**config.mk**
```make
export PLATFORM = sky130hd
export DESIGN_NAME = jtag_regbank
export DESIGN_NICKNAME = d
export VERILOG_FILES = /design/src/rtl/jrb_pkg.sv /design/src/rtl/jrb_decode.sv /design/src/rtl/jrb_shift.sv /design/src/rtl/jrb_regs.sv /design/src/rtl/jtag_regbank.sv
export SDC_FILE = /design/constraint.sdc
export NUM_CORES = 1
export LEC_CHECK = 0
export BUFFER_PORTS_ARGS = -buffer_cell sky130_fd_sc_hd__clkbuf_2
export CAP_MARGIN = 20
export CORE_MARGIN = 5
export CORE_UTILIZATION = 58
export CTS_BUF_LIST = sky130_fd_sc_hd__clkbuf_8
export DETAILED_ROUTE_END_ITERATION = 7
export PLACE_DENSITY_LB_ADDON = 0.3
export REMOVE_ABC_BUFFERS = 1
export SLEW_MARGIN = 20
export SYNTH_ARGS = -nofsm -noshare
export SYNTH_HDL_FRONTEND = slang
export SYNTH_SLANG_ARGS = --single-unit
```
**constraint.sdc**
```tcl
create_clock -name clk -period 1.4 [get_ports clk]
set_input_delay 0.21 -clock clk [delete_from_list [all_inputs] [get_ports clk]]
set_output_delay 0.21 -clock clk [all_outputs]
set_load 0.01 [all_outputs]
```
**src/rtl/jrb_pkg.sv**
```systemverilog
package jrb_pkg;

    typedef enum logic [1:0] {
        SEL_BYP = 2'd0,
        SEL_ID  = 2'd1,
        SEL_CFG = 2'd2,
        SEL_SCR = 2'd3
    } sel_e;

endpackage

```
**src/rtl/jrb_decode.sv**
```systemverilog
module jrb_decode
    import jrb_pkg::*;
#(
    parameter int IR_W   = 4,
    parameter int OP_ID  = 1,
    parameter int OP_CFG = 2,
    parameter int OP_SCR = 3
) (
    input  logic [IR_W-1:0] instr,
    input  logic            cascade_en,
    input  logic            is_extension,
    output logic            addressed,
    output sel_e            sel
);
    localparam int OP_W = IR_W - 1;

    logic            own_addr;
    logic [OP_W-1:0] op;

    always_comb begin
        own_addr  = cascade_en & is_extension;
        addressed = (instr[IR_W-1] == own_addr);
        op        = instr[OP_W-1:0];
        if (op == OP_W'(OP_ID))       sel = SEL_ID;
        else if (op == OP_W'(OP_CFG)) sel = SEL_CFG;
        else if (op == OP_W'(OP_SCR)) sel = SEL_SCR;
        else                          sel = SEL_BYP;
    end

endmodule

```
**src/rtl/jrb_shift.sv**
```systemverilog
module jrb_shift #(
    parameter int SR_W  = 32,
    parameter int LEN_W = 6
) (
    input  logic             clk,
    input  logic             rst_n,
    input  logic             cap_en,
    input  logic             shf_en,
    input  logic             tdi,
    input  logic [LEN_W-1:0] len,
    input  logic [SR_W-1:0]  cap_val,
    output logic [SR_W-1:0]  stage_q
);
    typedef struct packed {
        logic [SR_W-1:0] sr;
    } st_t;

    st_t st_d, st_q;

    always_comb begin
        st_d = st_q;
        if (cap_en) begin
            st_d.sr = cap_val;
        end else if (shf_en) begin
            for (int i = 0; i < SR_W; i++) begin
                if (i + 1 < int'(len))       st_d.sr[i] = st_q.sr[i+1];
                else if (i + 1 == int'(len)) st_d.sr[i] = tdi;
                else                         st_d.sr[i] = 1'b0;
            end
        end
    end

    always_ff @(posedge clk or negedge rst_n) begin
        if (!rst_n) st_q <= '0;
        else        st_q <= st_d;
    end

    assign stage_q = st_q.sr;

endmodule

```
**src/rtl/jrb_regs.sv**
```systemverilog
module jrb_regs #(
    parameter int CFG_W = 6,
    parameter int SCR_W = 32
) (
    input  logic             clk,
    input  logic             rst_n,
    input  logic             wr_cfg,
    input  logic             wr_scr,
    input  logic [SCR_W-1:0] din,
    output logic [CFG_W-1:0] cfg_q,
    output logic [SCR_W-1:0] scr_q
);
    typedef struct packed {
        logic [CFG_W-1:0] cfg;
        logic [SCR_W-1:0] scr;
    } regs_t;

    regs_t r_d, r_q;

    always_comb begin
        r_d = r_q;
        if (wr_cfg) r_d.cfg = din[CFG_W-1:0];
        if (wr_scr) r_d.scr = din;
    end

    always_ff @(posedge clk or negedge rst_n) begin
        if (!rst_n) r_q <= '0;
        else        r_q <= r_d;
    end

    assign cfg_q = r_q.cfg;
    assign scr_q = r_q.scr;

endmodule

```
**src/rtl/jtag_regbank.sv**
```systemverilog
module jtag_regbank
    import jrb_pkg::*;
#(
    parameter int          IR_W   = 4,
    parameter int          CFG_W  = 6,
    parameter int          SCR_W  = 32,
    parameter int          REV_W  = 4,
    parameter int          FIX_W  = 4,
    parameter logic [3:0]  REV    = 4'h3,
    parameter logic [3:0]  FIXED  = 4'hA,
    parameter int          OP_ID  = 1,
    parameter int          OP_CFG = 2,
    parameter int          OP_SCR = 3
) (
    input  logic             clk,
    input  logic             rst_n,
    input  logic             capture_dr,
    input  logic             shift_dr,
    input  logic             update_dr,
    input  logic             tdi,
    input  logic [IR_W-1:0]  instr,
    input  logic             cascade_en,
    input  logic             is_extension,
    output logic             tdo,
    output logic             tdo_oe,
    output logic [CFG_W-1:0] cfg_q,
    output logic [SCR_W-1:0] scratch_q
);
    localparam int ID_W   = FIX_W + REV_W;
    localparam int MAX_A  = (ID_W > CFG_W) ? ID_W : CFG_W;
    localparam int SR_W   = (MAX_A > SCR_W) ? MAX_A : SCR_W;
    localparam int LEN_W  = $clog2(SR_W + 1);
    localparam logic [ID_W-1:0] ID_VAL = {FIXED[FIX_W-1:0], REV[REV_W-1:0]};

    logic             addressed;
    sel_e             sel;
    logic [SR_W-1:0]  stage;
    logic [SR_W-1:0]  cap_val;
    logic [LEN_W-1:0] len;
    logic             wr_cfg, wr_scr;

    jrb_decode #(
        .IR_W(IR_W), .OP_ID(OP_ID), .OP_CFG(OP_CFG), .OP_SCR(OP_SCR)
    ) u_dec (
        .instr(instr), .cascade_en(cascade_en), .is_extension(is_extension),
        .addressed(addressed), .sel(sel)
    );

    always_comb begin
        case (sel)
            SEL_ID:  begin cap_val = SR_W'(ID_VAL);    len = LEN_W'(ID_W);  end
            SEL_CFG: begin cap_val = SR_W'(cfg_q);     len = LEN_W'(CFG_W); end
            SEL_SCR: begin cap_val = SR_W'(scratch_q); len = LEN_W'(SCR_W); end
            default: begin cap_val = '0;               len = LEN_W'(1);     end
        endcase
        wr_cfg = addressed & update_dr & (sel == SEL_CFG);
        wr_scr = addressed & update_dr & (sel == SEL_SCR);
    end

    jrb_shift #(.SR_W(SR_W), .LEN_W(LEN_W)) u_sh (
        .clk(clk), .rst_n(rst_n),
        .cap_en(addressed & capture_dr), .shf_en(addressed & shift_dr),
        .tdi(tdi), .len(len), .cap_val(cap_val), .stage_q(stage)
    );

    jrb_regs #(.CFG_W(CFG_W), .SCR_W(SCR_W)) u_regs (
        .clk(clk), .rst_n(rst_n), .wr_cfg(wr_cfg), .wr_scr(wr_scr),
        .din(stage[SCR_W-1:0]), .cfg_q(cfg_q), .scr_q(scratch_q)
    );

    assign tdo    = stage[0];
    assign tdo_oe = addressed & shift_dr;

endmodule

```
# Yosys cells after proc, flatten, opt, wreduce, memory -nomap -nowiden
# Index checks and enable logic that the tools add are counted.
[totals]
reg_bits = 70
output_inout_bits = 40
[classes]
n_lt_le_gt_ge = 32
eq_ne = 39
muxes = 71
bitwise_logic = 6
reduce_logical = 1
[op_table]
columns = ["op", "count"]
rows = [
  ["== test 6 bit (first input constant)", 17],
  ["< comparator 5 x 6 -> 1 bit (first input constant)", 16],
  ["one-hot mux 32 bit (3 select lines)", 1],
  ["2-to-1 mux 1 bit", 64],
  ["2-to-1 mux 32 bit", 2],
  ["== test 5 x 6 -> 1 bit (first input constant)", 8],
  ["< comparator 4 x 6 -> 1 bit (first input constant)", 8],
  ["== test 4 x 6 -> 1 bit (first input constant)", 4],
  ["< comparator 3 x 6 -> 1 bit (first input constant)", 4],
  ["one-hot mux 6 bit (3 select lines)", 1],
  ["== test 3 x 6 -> 1 bit (first input constant)", 2],
  ["< comparator 2 x 6 -> 1 bit (first input constant)", 2],
  ["bitwise AND 1 bit", 6],
  ["== test 2 x 6 -> 1 bit (first input constant)", 1],
  ["== test 3 x 2 -> 1 bit (second input constant)", 2],
  ["< comparator 1 x 6 -> 1 bit (first input constant)", 1],
  ["< comparator 6 bit (first input constant)", 1],
  ["2-to-1 mux 2 bit", 3],
  ["== test 2 bit (second input constant)", 2],
  ["== test 3 x 1 -> 1 bit (second input constant)", 1],
  ["== test 2 x 1 -> 1 bit (second input constant)", 1],
  ["nonzero test 2 bit", 1],
  ["== test 1 bit", 1],
]

# Logic depth before layout (Yosys ltp)
# Gate-level depths: netlist of the first run.
[depth]
word_depth = 11
depth_mapped = 7

# Hierarchy
# Synthesis of the first run repeated with hierarchy kept, for this count alone.
[hier_totals]
cells_unflattened = 414
hier_area_um2 = 4301.6
[modules_own_cells]
columns = ["module", "n_inst", "cells_per_inst", "area_each_um2", "seq_area_each_um2"]
rows = [
  ["jrb_shift", 1, 270, 2336.0, 800.8],
  ["jrb_regs", 1, 81, 1567.8, 950.9],
  ["jtag_regbank", 1, 59, 372.9, 0.0],
  ["jrb_decode", 1, 4, 25.0, 0.0],
]

# Worst setup path before layout of the first run
# Ideal clock, no wire load.
[synth_timing]
kind = "input to register"
from = "input port is_extension"
to = "register u_sh.st_q (netlist bit u_sh.stage_q[5])"
setup_ps = 126
t_arrival_ps = 1417
path_slack_ps = -143
path_stages = 6
path_buffers = 2
cell_sequence = "and3b_1 -> buf_6 -> or3_1 -> clkbuf_1 -> a41o_1 -> o32a_1"
[synth_between]
elab_chain_len = 4
[synth_lines]
columns = ["item", "line", "rtl"]
rows = [
  ["start: declaration", "jtag_regbank.sv:23", "input logic is_extension,"],
  ["bitwise AND 1 bit (*)", "jrb_decode.sv:21", "own_addr = cascade_en & is_extension;"],
  ["== test 1 bit (*)", "jrb_decode.sv:22", "addressed = (instr[IR_W-1] == own_addr);"],
  ["bitwise AND 1 bit", "jtag_regbank.sv:62", ".cap_en(addressed & capture_dr), .shf_en(addressed & shift_dr),"],
  ["2-to-1 mux 32 bit or nonzero test 2 bit (tied branches)", "-", ""],
  ["end signal: assignment", "jrb_shift.sv:35", "else st_q <= st_d;"],
  ["end: declaration", "jrb_shift.sv:18", "st_t st_d, st_q;"],
]
# Mark *: on every way between the ends. The rest lies on a longest branch, timed or not.
# A chain may end at the register's enable or synchronous reset.

# Worst setup path in the final report of the first run
[layout_timing]
from = "input port cascade_en"
to = "output port tdo_oe"
[layout_between]
elab_chain_len = 3
[layout_lines]
columns = ["item", "line", "rtl"]
rows = [
  ["start: declaration", "jtag_regbank.sv:22", "input logic cascade_en,"],
  ["bitwise AND 1 bit", "jrb_decode.sv:21", ""],
  ["== test 1 bit", "jrb_decode.sv:22", ""],
  ["bitwise AND 1 bit", "jtag_regbank.sv:72", "assign tdo_oe = addressed & shift_dr;"],
  ["end: declaration", "jtag_regbank.sv:25", "output logic tdo_oe,"],
]
# Every way passes these cells.

==> results.py, run 1 <==
metrics = {
    "layout": {
        "n_antenna_cell": 0,
        "fin_area_sq_um": 3930,
        "regArea_sq_um": 1750,
        "fill_cells": 389,
        "multi_input_area_sq_um": 1310,
        "layout-drive-gt1-share": 0.412,
        "synthToLayoutAreaGrowth_pct": 23.7,
        "most-common-layout-cells": "dfrtp_1 (70), clkbuf_2 (50), mux2_2 (41)",
        "nets": 347,
        "mostFrequentLayoutCell": "dfrtp_1",
    },
    "yosys": {
        "synth-edff-count": 0,
        "synth.area.top_cells": "dfrtp_1 (55%), mux2_2 (15%), mux2i_1 (9.1%)",
        "synth_top_area_share": 0.551,
        "synth_cells": 261,
        "seq_area_frac_synth": 0.551,
        "ys_ff_latch": 70,
        "ys_types": 36,
        "netlist_area_sq_um": 3180,
        "synth.avg_cell_area_sq_um": 12.2,
        "synth.largest_area_cell": "dfrtp_1",
        "yosysWarnings": 0,
        "synthFlopType": "dfrtp_1",
        "async_flop_share": 1.00,
    },
    "setup_path": {
        "cp-end-kind": "output pin",
        "critPathKind": "input port to output pin",
        "cp-start-kind": "input port",
        "critPathMaxFanout": 5,
        "cp_slowest_stage_delay_ns": 0.25,
        "critPathArrivalTime_ns": 1.15,
        "crit_path_top_delay_cell": "and3b_2",
        "cp.required_ns": 1.19,
        "path_cells": "clkbuf_2 > and3b_2 > buf_6 > nor3b_4 > buf_6 > clkbuf_2",
    },
    "floorplanning": {
        "coreArea_sq_um": 5410,
        "die-area_sq_um": 7060,
        "start_util": 0.588,
        "pin_count": 52,
        "dieHeight_um": 84.0,
        "fp.dieW_um": 84.0,
        "num_rows": 27,
    },
    "drt": {
        "drtAntennaViolNets": 0,
        "vias_per_cell": 5.60,
        "drt_first_pass_iters": 5,
        "num_vias": 2308,
        "drtIter0Drc": 158,
        "wl_mm": 6.72,
        "wl_per_cell_um": 16.3,
        "drc": 0,
    },
    "clocking": {
        "clock_sinks": 70,
        "root_buffer": "clkbuf_8",
        "clkLatencyLatePin_ns": 0.34,
        "h-tree-depth": 3,
        "path_clk_slew_ns": 0.08,
        "cts_inserted_buffers": 9,
        "clk_path_buf_depth": 2,
        "cts_tree": "done",
    },
    "global_routing": {
        "grt_max_degree": 71,
        "grt_pass1_vias": 2405,
        "grtUsageTotal": 0.207,
        "grt_pass1_wl_mm": 11.6,
        "antenna_found_initial": 0,
        "grt_overflow": 0,
    },
    "placement": {
        "place_hpwl_mm": 4.58,
        "place_area_sq_um": 3690,
        "portBuffers": 51,
        "routabilityCongestion": 0.860,
    },
    "hold_path": {
        "hp-class": "input port to flip-flop",
    },
    "power_and_ir_drop": {
        "cellLeakagePower_uw": 0.00196,
        "peakVddDrop_mv": 0.802,
        "total_power_uw": 4440,
        "p_per_area_nw_per_um2": 1130,
    },
    "timing": {
        "hold_slack_ns": 0.272,
        "rsz0062_at_grt": "false",
        "max-slew-margin-rel": 0.750,
        "worst_pin_slew_ns": 0.375,
        "drv_slew": 0,
        "hold_viol": 0,
        "setup_viol": 0,
        "clock.fmax_ghz": 0.735,
        "period_needed_ns": 1.36,
        "fin_crit_sh": 0.972,
        "fin_skew_ns": 0.00809,
    },
    "job": {
        "maxCapViolations": 0,
    },
    "outcome": {
        "status": "completed",
    },
}
final cells by class:
type / count / share of cell area
sequential: 70 / 0.446
multi-input combinational: 168 / 0.333
timing repair buffer: 80 / 0.142
clock buffer: 10 / 0.0350
tap: 72 / 0.0229
clock inverter: 6 / 0.0156
inverter: 6 / 0.00573
worst max-delay path, delay by kind of cell:
kind                   cells  cell delay, ns
buffers and inverters      4            0.47
AND/OR/NAND/NOR            2            0.47
worst paths after layout:
kind / from / endpoint / slack [ns] / depth (start not counted)
max: cascade_en / tdo_oe / 0.04 / 6
max in group asynchronous: rst_n / u_regs.scr_q[25] / 0.69 / 3
min in group asynchronous: rst_n / u_regs.cfg_q[2] / 0.41 / 3
min reg2reg: u_sh.stage_q[7] / u_regs.scr_q[7] / 0.51 / 1
min: tdi / u_sh.stage_q[31] / 0.27 / 3
max reg2reg: u_regs.scr_q[1] / u_sh.stage_q[1] / 0.23 / 4
sequential cells by signal (all words and copies together), names as in the netlist:
register / flops
u_regs.scr_q: 32
u_regs.cfg_q: 6
u_sh.stage_q: 32
cells in the mapped netlist (2+ instances only):
master and instances:
a21oi_1 2, a311oi_1 2, and2_1 3, and3b_1 2
buf_2 3, buf_4 5, buf_6 3, clkbuf_1 6
dfrtp_1 70, inv_1 6, mux2_2 41, mux2i_1 29
nand2_1 27, nand2b_1 3, nand3_1 5, nand4_1 2
nor2_1 5, o21ai_0 16, o21ai_1 13, o31a_1 2
what timing repair did:
item                                    in CTS  in global routing
endpoints found under the setup margin       1                  1
hold buffers                                 1                  0
gates cloned                                 0                  0
endpoints found under the hold margin       70                  0
resized for setup                            3                  1
pin swaps                                    1                  2
buffers inserted                             2                  0
logic make-up (layout without fill, tap and decap cells):
group | after synthesis | count (layout) | synth area share
multiplexers | 71 | 71 | 0.240
flip-flops | 70 | 70 | 0.551
AND/OR/NAND/NOR | 55 | 55 | 0.0878
AO/OA/AOI/OAI | 42 | 42 | 0.0795
buffers and inverters | 23 | 102 | 0.0413
routing by layer:
| layer | share of wire | track usage |
|---|---|---|
| met5 | 0 | 0 |
| met4 | 0.017 | 0.0804 |
| met3 | 0.058 | 0.0602 |
| met2 | 0.48 | 0.316 |
| met1 | 0.44 | 0.277 |
report_power, final:
| group | internal, uW | total, uW | switching [uW] |
|---|---|---|---|
| sequential | 2120 | 2210 | 87.9 |
| clock | 865 | 1630 | 764 |
| combinational | 294 | 600 | 305 |
through the flow:
step	util	setup slack, ns	setup TNS (ns)	cells
3_3_place_gp	0.683	-0.210	-11.35	393
6_report	0.727	0.0388	0	412
3_5_place_dp	0.683	-0.241	-12.21	393
4_1_cts	0.726	0.0200	0	412
2_1_floorplan	-	-1.64	-71.89	244
5_1_grt	0.727	0.0140	0	412
No activity file was read; power rests on OpenSTA's default activity.
==> inputs of run 2 (changes only) <==
--- a/config.mk
+++ b/config.mk
@@ -7,6 +7,7 @@
 export LEC_CHECK = 0
 export BUFFER_PORTS_ARGS = -buffer_cell sky130_fd_sc_hd__clkbuf_2
 export CAP_MARGIN = 20
+export CORE_ASPECT_RATIO = 0.8
 export CORE_MARGIN = 5
 export CORE_UTILIZATION = 58
 export CTS_BUF_LIST = sky130_fd_sc_hd__clkbuf_8
==> results.py, run 2 (synthesis results as in run 1) <==
metrics = {
    "drt": {
        "wl_per_cell_um": 17.0,
        "drtIter0Drc": 90,
        "drc": 0,
        "drt_first_pass_iters": 4,
        "num_vias": 2240,
        "vias_per_cell": 5.61,
        "drtAntennaViolNets": 0,
        "wl_mm": 6.78,
    },
    "power_and_ir_drop": {
        "p_per_area_nw_per_um2": 1190,
        "peakVddDrop_mv": 0.722,
        "cellLeakagePower_uw": 0.00196,
        "total_power_uw": 4670,
    },
    "hold_path": {
        "hp-class": "input port to flip-flop",
    },
    "clocking": {
        "clk_path_buf_depth": 2,
        "clock_sinks": 70,
        "path_clk_slew_ns": 0.07,
        "clkLatencyLatePin_ns": 0.33,
        "cts_setup_buffers": 0,
        "cts_tree": "done",
        "h-tree-depth": 3,
        "cts_inserted_buffers": 9,
        "root_buffer": "clkbuf_8",
    },
    "timing": {
        "fin_skew_ns": 0.00444,
        "rsz0062_at_grt": "false",
        "fin_crit_sh": 0.950,
        "clock.fmax_ghz": 0.752,
        "drv_slew": 0,
        "max-slew-margin-rel": 0.715,
        "worst_slack_ns": 0.0694,
        "hold_viol": 0,
        "setup_viol": 0,
        "period_needed_ns": 1.33,
        "worst_pin_slew_ns": 0.428,
    },
    "setup_path": {
        "cp-start-kind": "input port",
        "critical-path-top-delay-family": "buffers and inverters",
        "path_cells": "clkbuf_2 > and3b_1 > buf_4 > nor3b_2 > buf_4 > clkbuf_2",
        "path_buf_inv": 4,
        "cp.required_ns": 1.19,
        "critPathArrivalTime_ns": 1.12,
        "crit_path_top_delay_cell": "and3b_1",
        "critPathMaxFanout": 4,
        "cp-end-kind": "output pin",
        "critPathKind": "input port to output pin",
        "cp_slowest_stage_delay_ns": 0.21,
    },
    "floorplanning": {
        "fp.dieW_um": 92.8,
        "start_util": 0.591,
        "num_rows": 24,
        "coreArea_sq_um": 5380,
        "dieHeight_um": 76.2,
        "pin_count": 52,
        "die-area_sq_um": 7070,
    },
    "layout": {
        "nets": 341,
        "n_antenna_cell": 0,
        "synthToLayoutAreaGrowth_pct": 23.1,
        "most-common-layout-cells": "dfrtp_1 (70), clkbuf_2 (50), mux2_2 (41)",
        "layout-drive-gt1-share": 0.398,
        "mostFrequentLayoutCell": "dfrtp_1",
    },
    "global_routing": {
        "gr-usage-met2": 0.335,
        "grt_max_degree": 31,
        "antenna_found_initial": 0,
        "top_usage_layer": "met2",
        "grt_overflow": 0,
        "use_met3": 0.0671,
        "grt_pass1_wl_mm": 11.9,
        "grtUsageTotal": 0.213,
        "met1_usage": 0.287,
        "grt_pass1_vias": 2373,
    },
    "placement": {
        "post-place-ws_ns": -0.301,
        "portBuffers": 51,
        "place_hpwl_mm": 4.69,
        "routabilityCongestion": 0.809,
    },
    "outcome": {
        "status": "completed",
    },
    "job": {
        "maxCapViolations": 0,
    },
}
-- run 2: tightest hold or removal path: stages --
cell	delay (ns)
clkbuf_2	0.12
mux2i_1	0.08
o21ai_1	0.10
-- run 2: what timing repair did --
action	in CTS	in global routing
gates resized for setup	0	1
endpoints found under the hold margin	14	0
hold buffers	1	0
endpoints found under the setup margin	0	15
-- run 2: worst paths after layout --
kind,end,slack (ns),start,depth (start not counted)
setup / recovery,tdo_oe,0.07,is_extension,6
hold / removal,u_sh.stage_q[31],0.21,tdi,3
setup reg to reg,u_sh.stage_q[1],0.26,u_regs.scr_q[1],4
hold reg to reg,u_sh.stage_q[15],0.50,u_sh.stage_q[15],2
max in group asynchronous,u_regs.scr_q[24],0.56,rst_n,3
min in group asynchronous,u_regs.scr_q[5],0.34,rst_n,2
-- run 2: per-layer routing --
layer,part of all wire,up-vias
met1,0.45,1116
met5,0,-
met2,0.48,52
met4,0.016,0
li1,-,1062
met3,0.048,10
-- run 2: layout make-up --
type                       count  area, sq um
clock inverter                 4         68.8
fill                         392         1460
sequential                    70         1750
clock buffer                  12          165
inverter                       6         22.5
timing repair buffer          74          518
multi-input combinational    168         1310
tap                           65         81.3
-- run 2: metrics by stage --
stage	instance area, sq um	hold WS, ns	util	instances	TNS (ns)
floorplan	3070	-0.0856	-	244	-71.89
global placement	3660	0.167	0.682	382	-11.52
detailed placement	3660	0.170	0.682	382	-15.78
CTS	3910	0.205	0.727	399	0
global route	3910	0.244	0.728	399	0
finish	3910	0.212	0.728	399	0
-- run 2: power by group --
group	internal, uW	switching (uW)
Combinational	278	308
Sequential	2120	91.4
Clock	1140	727
